===== src/rtl/lp_esc_pkg.sv =====
package lp_esc_pkg;

  localparam logic [1:0] LN_STOP  = 2'b11;
  localparam logic [1:0] LN_POS   = 2'b10;
  localparam logic [1:0] LN_NEG   = 2'b01;
  localparam logic [1:0] LN_LOW   = 2'b00;

  typedef enum logic [2:0] {
    ST_IDLE,   // waiting for a transition into the stop state
    ST_STOP,   // lane at 11, entry walk may begin
    ST_REQ,    // saw 10
    ST_GAP,    // saw 00 after 10
    ST_ACK,    // saw 01
    ST_DATA,   // escape mode, lines low between bits
    ST_MARK,   // escape mode, positive pulse seen
    ST_SPACE   // escape mode, negative pulse seen
  } esc_st_e;

  function automatic logic st_is_escape(esc_st_e st);
    return (st == ST_DATA) || (st == ST_MARK) || (st == ST_SPACE);
  endfunction

  function automatic logic [7:0] shift_lsb_first(logic [7:0] acc, logic b);
    return {b, acc[7:1]};
  endfunction

endpackage


===== src/rtl/lp_line_sync.sv =====
module lp_line_sync #(
  parameter int WIDTH  = 2,
  parameter int STAGES = 2
) (
  input  logic             clk,
  input  logic             rst_n,
  input  logic [WIDTH-1:0] d_i,
  output logic [WIDTH-1:0] q_o
);
  logic [WIDTH-1:0] chain [STAGES];

  for (genvar s = 0; s < STAGES; s++) begin : g_stage
    always_ff @(posedge clk or negedge rst_n) begin
      if (!rst_n) chain[s] <= '0;
      else if (s == 0) chain[s] <= d_i;
      else chain[s] <= chain[(s == 0) ? 0 : s-1];
    end
  end

  assign q_o = chain[STAGES-1];
endmodule


===== src/rtl/esc_seq_fsm.sv =====
module esc_seq_fsm
  import lp_esc_pkg::*;
(
  input  logic       clk,
  input  logic       rst_n,
  input  logic [1:0] line_s,
  output logic       active_o,
  output logic       err_o,
  output logic       bit_stb_o,
  output logic       bit_val_o,
  output logic       entry_done_o,
  output logic       exit_o
);
  esc_st_e    st_q, st_d;
  logic [1:0] prev_q;
  logic       err_q, err_d;
  logic       ev;

  assign ev = (line_s != prev_q);

  always_comb begin
    st_d         = st_q;
    err_d        = 1'b0;
    bit_stb_o    = 1'b0;
    bit_val_o    = 1'b0;
    entry_done_o = 1'b0;
    exit_o       = 1'b0;
    if (ev) begin
      unique case (st_q)
        ST_IDLE:  if (line_s == LN_STOP) st_d = ST_STOP;
        ST_STOP:  if (line_s == LN_POS) st_d = ST_REQ; else err_d = 1'b1;
        ST_REQ:   if (line_s == LN_LOW) st_d = ST_GAP; else err_d = 1'b1;
        ST_GAP:   if (line_s == LN_NEG) st_d = ST_ACK; else err_d = 1'b1;
        ST_ACK:   if (line_s == LN_LOW) begin
                    st_d = ST_DATA;
                    entry_done_o = 1'b1;
                  end else err_d = 1'b1;
        ST_DATA:  if (line_s == LN_POS) st_d = ST_MARK;
                  else if (line_s == LN_NEG) st_d = ST_SPACE;
                  else err_d = 1'b1;
        ST_MARK:  if (line_s == LN_LOW) begin
                    st_d = ST_DATA;
                    bit_stb_o = 1'b1;
                    bit_val_o = 1'b1;
                  end else if (line_s == LN_STOP) begin
                    st_d = ST_STOP;
                    exit_o = 1'b1;
                  end else err_d = 1'b1;
        ST_SPACE: if (line_s == LN_LOW) begin
                    st_d = ST_DATA;
                    bit_stb_o = 1'b1;
                  end else err_d = 1'b1;
        default:  err_d = 1'b1;
      endcase
      if (err_d) st_d = ST_IDLE;
    end
  end

  always_ff @(posedge clk or negedge rst_n) begin
    if (!rst_n) begin
      st_q   <= ST_IDLE;
      prev_q <= LN_LOW;
      err_q  <= 1'b0;
    end else begin
      st_q   <= st_d;
      prev_q <= line_s;
      err_q  <= err_d;
    end
  end

  assign active_o = st_is_escape(st_q);
  assign err_o    = err_q;
endmodule


===== src/rtl/esc_byte_asm.sv =====
module esc_byte_asm
  import lp_esc_pkg::*;
#(
  parameter int BYTE_W = 8
) (
  input  logic              clk,
  input  logic              rst_n,
  input  logic              clr_i,
  input  logic              bit_stb_i,
  input  logic              bit_val_i,
  output logic [BYTE_W-1:0] byte_o,
  output logic              valid_o
);
  localparam int CNT_W = $clog2(BYTE_W);
  localparam logic [CNT_W-1:0] LAST = CNT_W'(BYTE_W - 1);

  logic [BYTE_W-1:0] acc_q, acc_n;
  logic [CNT_W-1:0]  cnt_q;

  if (BYTE_W == 8) begin : g_fn
    assign acc_n = shift_lsb_first(acc_q, bit_val_i);
  end else begin : g_gen
    assign acc_n = {bit_val_i, acc_q[BYTE_W-1:1]};
  end

  always_ff @(posedge clk or negedge rst_n) begin
    if (!rst_n) begin
      acc_q   <= '0;
      cnt_q   <= '0;
      byte_o  <= '0;
      valid_o <= 1'b0;
    end else begin
      valid_o <= 1'b0;
      if (clr_i) begin
        acc_q <= '0;
        cnt_q <= '0;
      end else if (bit_stb_i) begin
        acc_q <= acc_n;
        if (cnt_q == LAST) begin
          cnt_q   <= '0;
          byte_o  <= acc_n;
          valid_o <= 1'b1;
        end else begin
          cnt_q <= cnt_q + 1'b1;
        end
      end
    end
  end
endmodule


===== src/rtl/lp_escape_rx.sv =====
module lp_escape_rx #(
  parameter int SYNC_STAGES = 2,
  parameter int BYTE_W      = 8
) (
  input  logic              clk,
  input  logic              rst_n,
  input  logic [1:0]        line_i,
  output logic              esc_active_o,
  output logic [BYTE_W-1:0] byte_o,
  output logic              byte_valid_o,
  output logic              err_o
);
  logic [1:0] line_s;
  logic       bit_stb_w, bit_val_w, entry_done_w, exit_w;

  lp_line_sync #(.WIDTH(2), .STAGES(SYNC_STAGES)) u_sync (
    .clk(clk), .rst_n(rst_n), .d_i(line_i), .q_o(line_s)
  );

  esc_seq_fsm u_fsm (
    .clk(clk), .rst_n(rst_n), .line_s(line_s),
    .active_o(esc_active_o), .err_o(err_o),
    .bit_stb_o(bit_stb_w), .bit_val_o(bit_val_w),
    .entry_done_o(entry_done_w), .exit_o(exit_w)
  );

  esc_byte_asm #(.BYTE_W(BYTE_W)) u_asm (
    .clk(clk), .rst_n(rst_n), .clr_i(!esc_active_o),
    .bit_stb_i(bit_stb_w), .bit_val_i(bit_val_w),
    .byte_o(byte_o), .valid_o(byte_valid_o)
  );
endmodule


===== config.mk =====
export PLATFORM = sky130hd
export DESIGN_NAME = lp_escape_rx
export DESIGN_NICKNAME = d
export VERILOG_FILES = /design/src/rtl/lp_esc_pkg.sv /design/src/rtl/lp_line_sync.sv /design/src/rtl/esc_seq_fsm.sv /design/src/rtl/esc_byte_asm.sv /design/src/rtl/lp_escape_rx.sv
export SDC_FILE = /design/constraint.sdc
export NUM_CORES = 1
export LEC_CHECK = 0
export BUFFER_PORTS_ARGS = -buffer_cell sky130_fd_sc_hd__buf_4
export CORE_ASPECT_RATIO = 1.2
export CORE_UTILIZATION = 53
export DETAILED_ROUTE_END_ITERATION = 6
export GPL_TIMING_DRIVEN = 0
export MAX_ROUTING_LAYER = met4
export PLACE_DENSITY = 0.73
export SKIP_CTS_REPAIR_TIMING = 1
export SLEW_MARGIN = 20
export SYNTH_ARGS = -nofsm -noshare
export SYNTH_HDL_FRONTEND = slang
export SYNTH_SLANG_ARGS = --single-unit

===== constraint.sdc =====
create_clock -name clk -period 4.2 [get_ports clk]
set_input_delay 0.42 -clock clk [delete_from_list [all_inputs] [get_ports clk]]
set_output_delay 0.42 -clock clk [all_outputs]
set_load 0.01 [all_outputs]

==> run_results.csv, run 1 <==
group,metric,value,unit
logic_synthesis,synth_edf_count,0,
clock_tree,clock-sinks,29,
critical_path,r2r_slack,2.40,ns
logic_synthesis,syn_area,1380,sq um
timing,min_period,1.96,ns
critical_path,cp_max_fo,8,
critical_path,r2r_cells,6,
critical_path,cp.buffers_inverters,3,
routing,viasPerCell,5.37,
logic_synthesis,ys.flop_type,"dfrtp_1",
placed_design,io_buffers,14,
critical_path,r2r-start,"u_sync.q_o[0]",
logic_synthesis,syn_nets,133,
pwr,combPwrFrac,28.4,%
routing,routed_wl,2260,microns
logic_synthesis,muxShareOfSynthArea,7.17,%
floorplanning,pin_count,15,
logic_synthesis,ys_ff_latch,29,
critical_path,path_cells,"buf_2 > o21ai_2 > clkinv_1 > buf_4",
logic_synthesis,synth_area_leaders,"dfrtp_1 53%, ha_1 5.4%, nand2_1 5.2%",
timing,hold_viol_final,0,
grt,grt_pass1_wl,4140,microns
floorplanning,die_x,48.6,microns
timing,skew,0.00632,ns
pwr,switchingPower,0.000212,W
timing,setup_viol,0,
final_layout,drive_gt1_share,25.0,%
placed_design,hpwl,1630,microns
logic_synthesis,synthArstFlopShare,100,%
grt,grt_max_degree,30,
timing,period_share,46.8,%
clock_tree,cts_tree,"done",
logic_synthesis,synth_top_family_by_area,"compound AO/OA/AOI/OAI gates",
timing,rsz0062_at_grt,"false",
floorplanning,die_y,57.9,microns
pwr,power-per-cell-area,428,nW/um^2
critical_path,cp.depth,4,
grt,grt_usage,20.8,%
hold_path,hp-class,"input pin to async pin",
critical_path,critical_path_arrival,1.54,ns
critical_path,cp_data_required_time,3.78,ns
clock_tree,cts_buffer_depth,2,
pwr,finalPower,0.000675,W
clock_tree,path_clk_slew,0.09,ns
critical_path,critical_path.top_delay_family,"buffers and inverters",
grt,first_global_vias,936,
floorplanning,initial_core_util,58.0,%
pwr,vdd_drop_max,0.000359,V
critical_path,worst_setup_path_end_kind,"primary output",
logic_synthesis,yosys.area_share.simple,11.4,%
pwr,p_sw_share,31.4,%
floorplanning,fp.coreArea,2380,sq um
logic_synthesis,synth-xor-area-share,2.99,%
logic_synthesis,synth_area_per_cell,11.2,sq um
pwr,seqPwrFrac,46.9,%
routing,dr_total_vias,939,
clock_tree,root_buffer,"clkbuf_4",
logic_synthesis,yosys.area_share.adder,5.44,%
logic_synthesis,synth_top_area_share,52.6,%
critical_path,critPathMaxStageDelay,0.36,ns
routing,drtIter0Drc,28,
logic_synthesis,synth_cell_types,35,
critical_path,critPathKind,"flop to primary output",
timing,drv_slew,0,
timing,tns,0,ns
critical_path,reg2reg_to,"u_asm.byte_o[6]",
logic_synthesis,synth.yosys.seq_area_share,52.6,%
clock_tree,clkLatencyLatePin,0.32,ns
grt,overflow,0,
job,drv_cap,0,
final_layout,diodes,0,
clock_tree,h-tree-depth,2,
pwr,pwr-share-clk,24.6,%
final_layout,finalNetCount,154,
grt,antenna_found_initial,0,
pwr,leakage,0.768,nW
clock_tree,numCtsBuffers,5,
floorplanning,die-area,2810,sq um
timing,slew_headroom,74.3,%
timing,worst_pin_slew,0.384,ns
logic_synthesis,synth_top_area_cell,"dfrtp_1",
logic_synthesis,yosysWarnings,0,
logic_synthesis,synth_compound_area_share,14.6,%
timing,fmax,509,MHz
routing,dr.pass1.iters,4,
critical_path,slowest_stage,"dfrtp_1",
routing,drc,0,
status,status,"finished, final reports clean",
pwr,internal-power,0.000463,W
final_layout,area_growth,14.4,%
routing,antenna_left,0,
logic_synthesis,synthCells,123,
floorplanning,rows,19,
placed_design,place.gp.congestion,0.848,
routing,drt-wirelength-per-cell,12.9,microns
critical_path,cp-start-kind,"flop",
metrics by stage:
| step | std cells | util, % | hold slack [ns] | area (sq um) | setup slack [ns] |
|---|---|---|---|---|---|
| 2_1_floorplan | 123 | - | 0.124 | 1380 | 2.57 |
| 3_3_place_gp | 168 | 64.1 | 0.335 | 1520 | 2.43 |
| 3_5_place_dp | 168 | 64.1 | 0.342 | 1520 | 2.41 |
| 4_1_cts | 175 | 66.4 | 0.00694 | 1580 | 2.21 |
| 5_1_grt | 175 | 66.4 | 0.00640 | 1580 | 2.11 |
| 6_report | 175 | 66.4 | 0.00565 | 1580 | 2.24 |
worst reg2reg max path, cell delays in order (launching register included):
cell and delay (ns):
dfrtp_1 0.46, inv_1 0.10, ha_1 0.28, and3_1 0.25
o211ai_4 0.13, buf_6 0.17, mux2_4 0.30
registers in the layout (all words and copies together) (netlist names):
| register | cells |
|---|---|
| u_asm.cnt_q | 3 |
| u_asm.byte_o | 8 |
| u_fsm.prev_q | 2 |
| u_fsm.err_o | 1 |
| u_asm.acc_q | 7 |
| u_sync.chain | 2 |
| u_sync.q_o | 2 |
| u_fsm.st_q | 3 |
| u_asm.valid_o | 1 |
cell usage after synthesis, types with 2 or more instances:
library cell	n
buf_2	3
mux2i_1	5
dfrtp_1	29
mux2_2	3
nand2_1	19
o21ai_0	14
a22o_1	2
inv_1	4
buf_6	2
xor2_2	2
nor2_1	8
a21oi_1	3
ha_1	6
nand3b_1	2
how the worst max path moves through the flow:
stage / startpoint / endpoint
2_1_floorplan: u_sync.q_o[0] / u_asm.byte_o[6]
3_3_place_gp: u_sync.q_o[0] / u_asm.byte_o[6]
3_5_place_dp: u_sync.q_o[0] / u_asm.byte_o[6]
4_1_cts: u_fsm.st_q[1] / esc_active_o
5_1_grt: u_fsm.st_q[1] / esc_active_o
6_report: u_fsm.st_q[1] / esc_active_o
placed cells by master (no fill, tap or decap), types with 2 or more instances in the layout:
cell type,instances
dfrtp_1,29
a22o_1,2
clkbuf_4,5
nand3b_1,2
ha_1,6
buf_2,3
inv_1,4
xor2_2,2
mux2_2,3
a21oi_1,3
o21ai_0,14
buf_4,15
mux2i_1,5
nor2_1,8
buf_6,2
nand2_1,19
kinds of logic after synthesis:
kind of cell	Yosys count
simple gates	35
compound gates	29
flops	29
buf+inv	12
mux	9
fa+ha+maj	6
xor+xnor	3
routing by layer:
| metal | GRT usage [%] | wire length [microns] | up-vias |
|---|---|---|---|
| met5 | - | 0 | - |
| met4 | 9.24 | 35 | 0 |
| met3 | 7.09 | 84 | 5 |
| met2 | 34.4 | 1170 | 21 |
| met1 | 23.0 | 971 | 451 |
| li1 | - | - | 462 |
area by class of cell:
| cell class | instances | area [sq um] |
|---|---|---|
| inverter | 5 | 18.8 |
| fill | 182 | 800 |
| multi-input combinational | 82 | 574 |
| clock buffer | 7 | 55.1 |
| timing repair buffer | 14 | 105 |
| sequential | 29 | 726 |
| buffer | 7 | 60.1 |
| tap | 31 | 38.8 |
power groups by stage:
stage	registers, W	clock network, W	logic (W)
6_report	0.000317	0.000166	0.000192
5_1_grt	0.000319	0.000185	0.000214
4_1_cts	0.000316	0.000174	0.000191
3_5_place_dp	0.000322	0	0.000190
3_3_place_gp	0.000321	0	0.000185
2_1_floorplan	0.000320	0	0.000145
No activity file was read; power rests on OpenSTA's default activity.
==> run 2: changes to the inputs <==
==> constraint.sdc (replaced) <==
create_clock -name clk -period 1.93 [get_ports clk]
set_input_delay 0.193 -clock clk [delete_from_list [all_inputs] [get_ports clk]]
set_output_delay 0.193 -clock clk [all_outputs]
set_load 0.01 [all_outputs]
==> run 2 against run 1 <==
Combinational power grew 120%. Sequential share of layout area shrank 0.82 points. Register-to-register slack lost 2.2 ns. Final area grew 2.0%. Clock skew is essentially flat. Sequential power grew 120%. Count of clock-buffer cells in the layout is the same. Via count grew 1.2%. First-iteration DRC count shrank 18%.
==> run_results.csv, run 2 (synthesis gave the netlist of run 1 again) <==
group,metric,value,unit
final_layout,largest_register_ffs,8,
timing,min_period,1.77,ns
final_layout,largest-register,"u_asm.byte_o",
timing,tns,0,ns
floorplanning,fp.coreArea,2380,sq um
final_layout,diodes,0,
routing,drt-wirelength-per-cell,12.8,microns
routing,dr.pass1.iters,4,
timing,hold_viol_final,0,
floorplanning,die_y,57.9,microns
critical_path,r2r_cells,6,
timing,rsz0062_at_grt,"false",
final_layout,area_growth,16.7,%
timing,whs,0.324,ns
clock_tree,root_buffer,"clkbuf_4",
timing,slew_headroom,73.5,%
final_layout,final_cell_mix,"28 x dfrtp_1, 19 x nand2_1, 15 x buf_4, 14 x o21ai_0, 8 x nor2_1",
floorplanning,initial_core_util,58.0,%
routing,viasPerCell,5.34,
clock_tree,path_clk_slew,0.08,ns
status,status,"finished, final reports clean",
placed_design,io_buffers,14,
critical_path,reg2reg_to,"u_asm.byte_o[6]",
clock_tree,clkLatencyLatePin,0.32,ns
timing,period_share,91.9,%
clock_tree,cts_buffer_depth,2,
grt,grt_max_degree,30,
floorplanning,rows,19,
timing,fmax,564,MHz
placed_design,place.gp.congestion,0.848,
critical_path,r2r-start,"u_sync.q_o[1]",
pwr,power-per-cell-area,915,nW/um^2
critical_path,critPathKind,"flop to flop",
timing,drv_slew,0,
routing,routed_wl,2270,microns
clock_tree,cts_tree,"done",
critical_path,cp-start-kind,"flop",
timing,setup_viol,0,
timing,skew,0.00589,ns
hold_path,hp-class,"input pin to async pin",
grt,first_global_vias,936,
grt,antenna_found_initial,0,
critical_path,r2r_slack,0.16,ns
critical_path,cp_data_required_time,2.13,ns
routing,drc,0,
final_layout,reg_top3,"u_asm.byte_o: 8 flops, u_asm.acc_q: 7 flops",
final_layout,finalNetCount,157,
floorplanning,die_x,48.6,microns
floorplanning,die-area,2810,sq um
grt,overflow,0,
pwr,leakage,0.779,nW
job,drv_cap,0,
clock_tree,clock-sinks,29,
pwr,vdd_drop_max,0.000776,V
critical_path,worst_setup_path_end_kind,"flop",
routing,drtIter0Drc,23,
final_layout,mostFrequentLayoutCell,"dfrtp_1",
timing,worst_pin_slew,0.395,ns
critical_path,critical_path_arrival,1.98,ns
routing,dr_total_vias,950,
floorplanning,pin_count,15,
routing,antenna_left,0,
final_layout,utilization,67.7,%
critical_path,cp_max_fo,10,
grt,grt_usage,20.8,%
placed_design,hpwl,1630,microns
final_layout,drive_gt1_share,25.2,%
clock_tree,numCtsBuffers,5,
grt,grt_pass1_wl,4140,microns
clock_tree,h-tree-depth,2,
==> run 2: cell count changes in the layout (fill, tap and decap cells not counted), sizes merged <==
cell,delta
dlygate4sd3,+3
==> run 2: worst max path at each step <==
stage                        from               to  slack [ns]  depth (start not counted)
global route        u_sync.q_o[1]   u_asm.cnt_q[0]        0.01                          7
global placement    u_sync.q_o[0]  u_asm.byte_o[6]        0.16                          6
finish              u_sync.q_o[1]  u_asm.byte_o[6]        0.16                          6
CTS                 u_sync.q_o[0]  u_asm.byte_o[6]        0.11                          6
detailed placement  u_sync.q_o[0]  u_asm.byte_o[6]        0.14                          6
floorplan           u_sync.q_o[0]  u_asm.byte_o[6]        0.30                          6
==> run 2: stage by stage <==
step                power, W  area (sq um)  worst slack, ns  cells
global route         0.00157          1610           0.0135    178
detailed placement   0.00111          1520            0.136    168
floorplan            0.00101          1380            0.300    123
CTS                  0.00148          1580            0.107    175
finish               0.00147          1610            0.156    178
global placement     0.00110          1520            0.165    168
==> run 2: layer usage <==
layer | wire length, microns | part of all wire [%] | GRT usage, % | vias up
li1 | - | - | - | 469
met1 | 956 | 42 | 23.0 | 452
met2 | 1180 | 52 | 34.4 | 23
met3 | 101 | 4.4 | 7.09 | 6
met4 | 40 | 1.8 | 9.24 | 0
met5 | 0 | 0 | - | -
==> run 2: critical path: stages, from the launching register on <==
cell	delay, ns
dfrtp_1	0.46
inv_1	0.11
ha_1	0.26
and3_1	0.25
o211ai_4	0.13
buf_6	0.16
mux2_4	0.29
==> run 2: power by group <==
| group | leakage, nW | internal [W] | switching (W) |
|---|---|---|---|
| combinational | 0.361 | 0.000188 | 0.000232 |
| sequential | 0.387 | 0.000652 | 0.0000370 |
| clock | 0.0314 | 0.000172 | 0.000191 |
| total | 0.779 | 0.00101 | 0.000459 |
==> run 2: cell type report <==
class	count	area, sq um
multi-input cells	82	574
repair buffers	17	135
inverters	5	18.8
clock buffers	7	55.1
well taps	31	38.8
plain buffers	7	60.1
fillers	178	768
flip-flops and latches	29	727
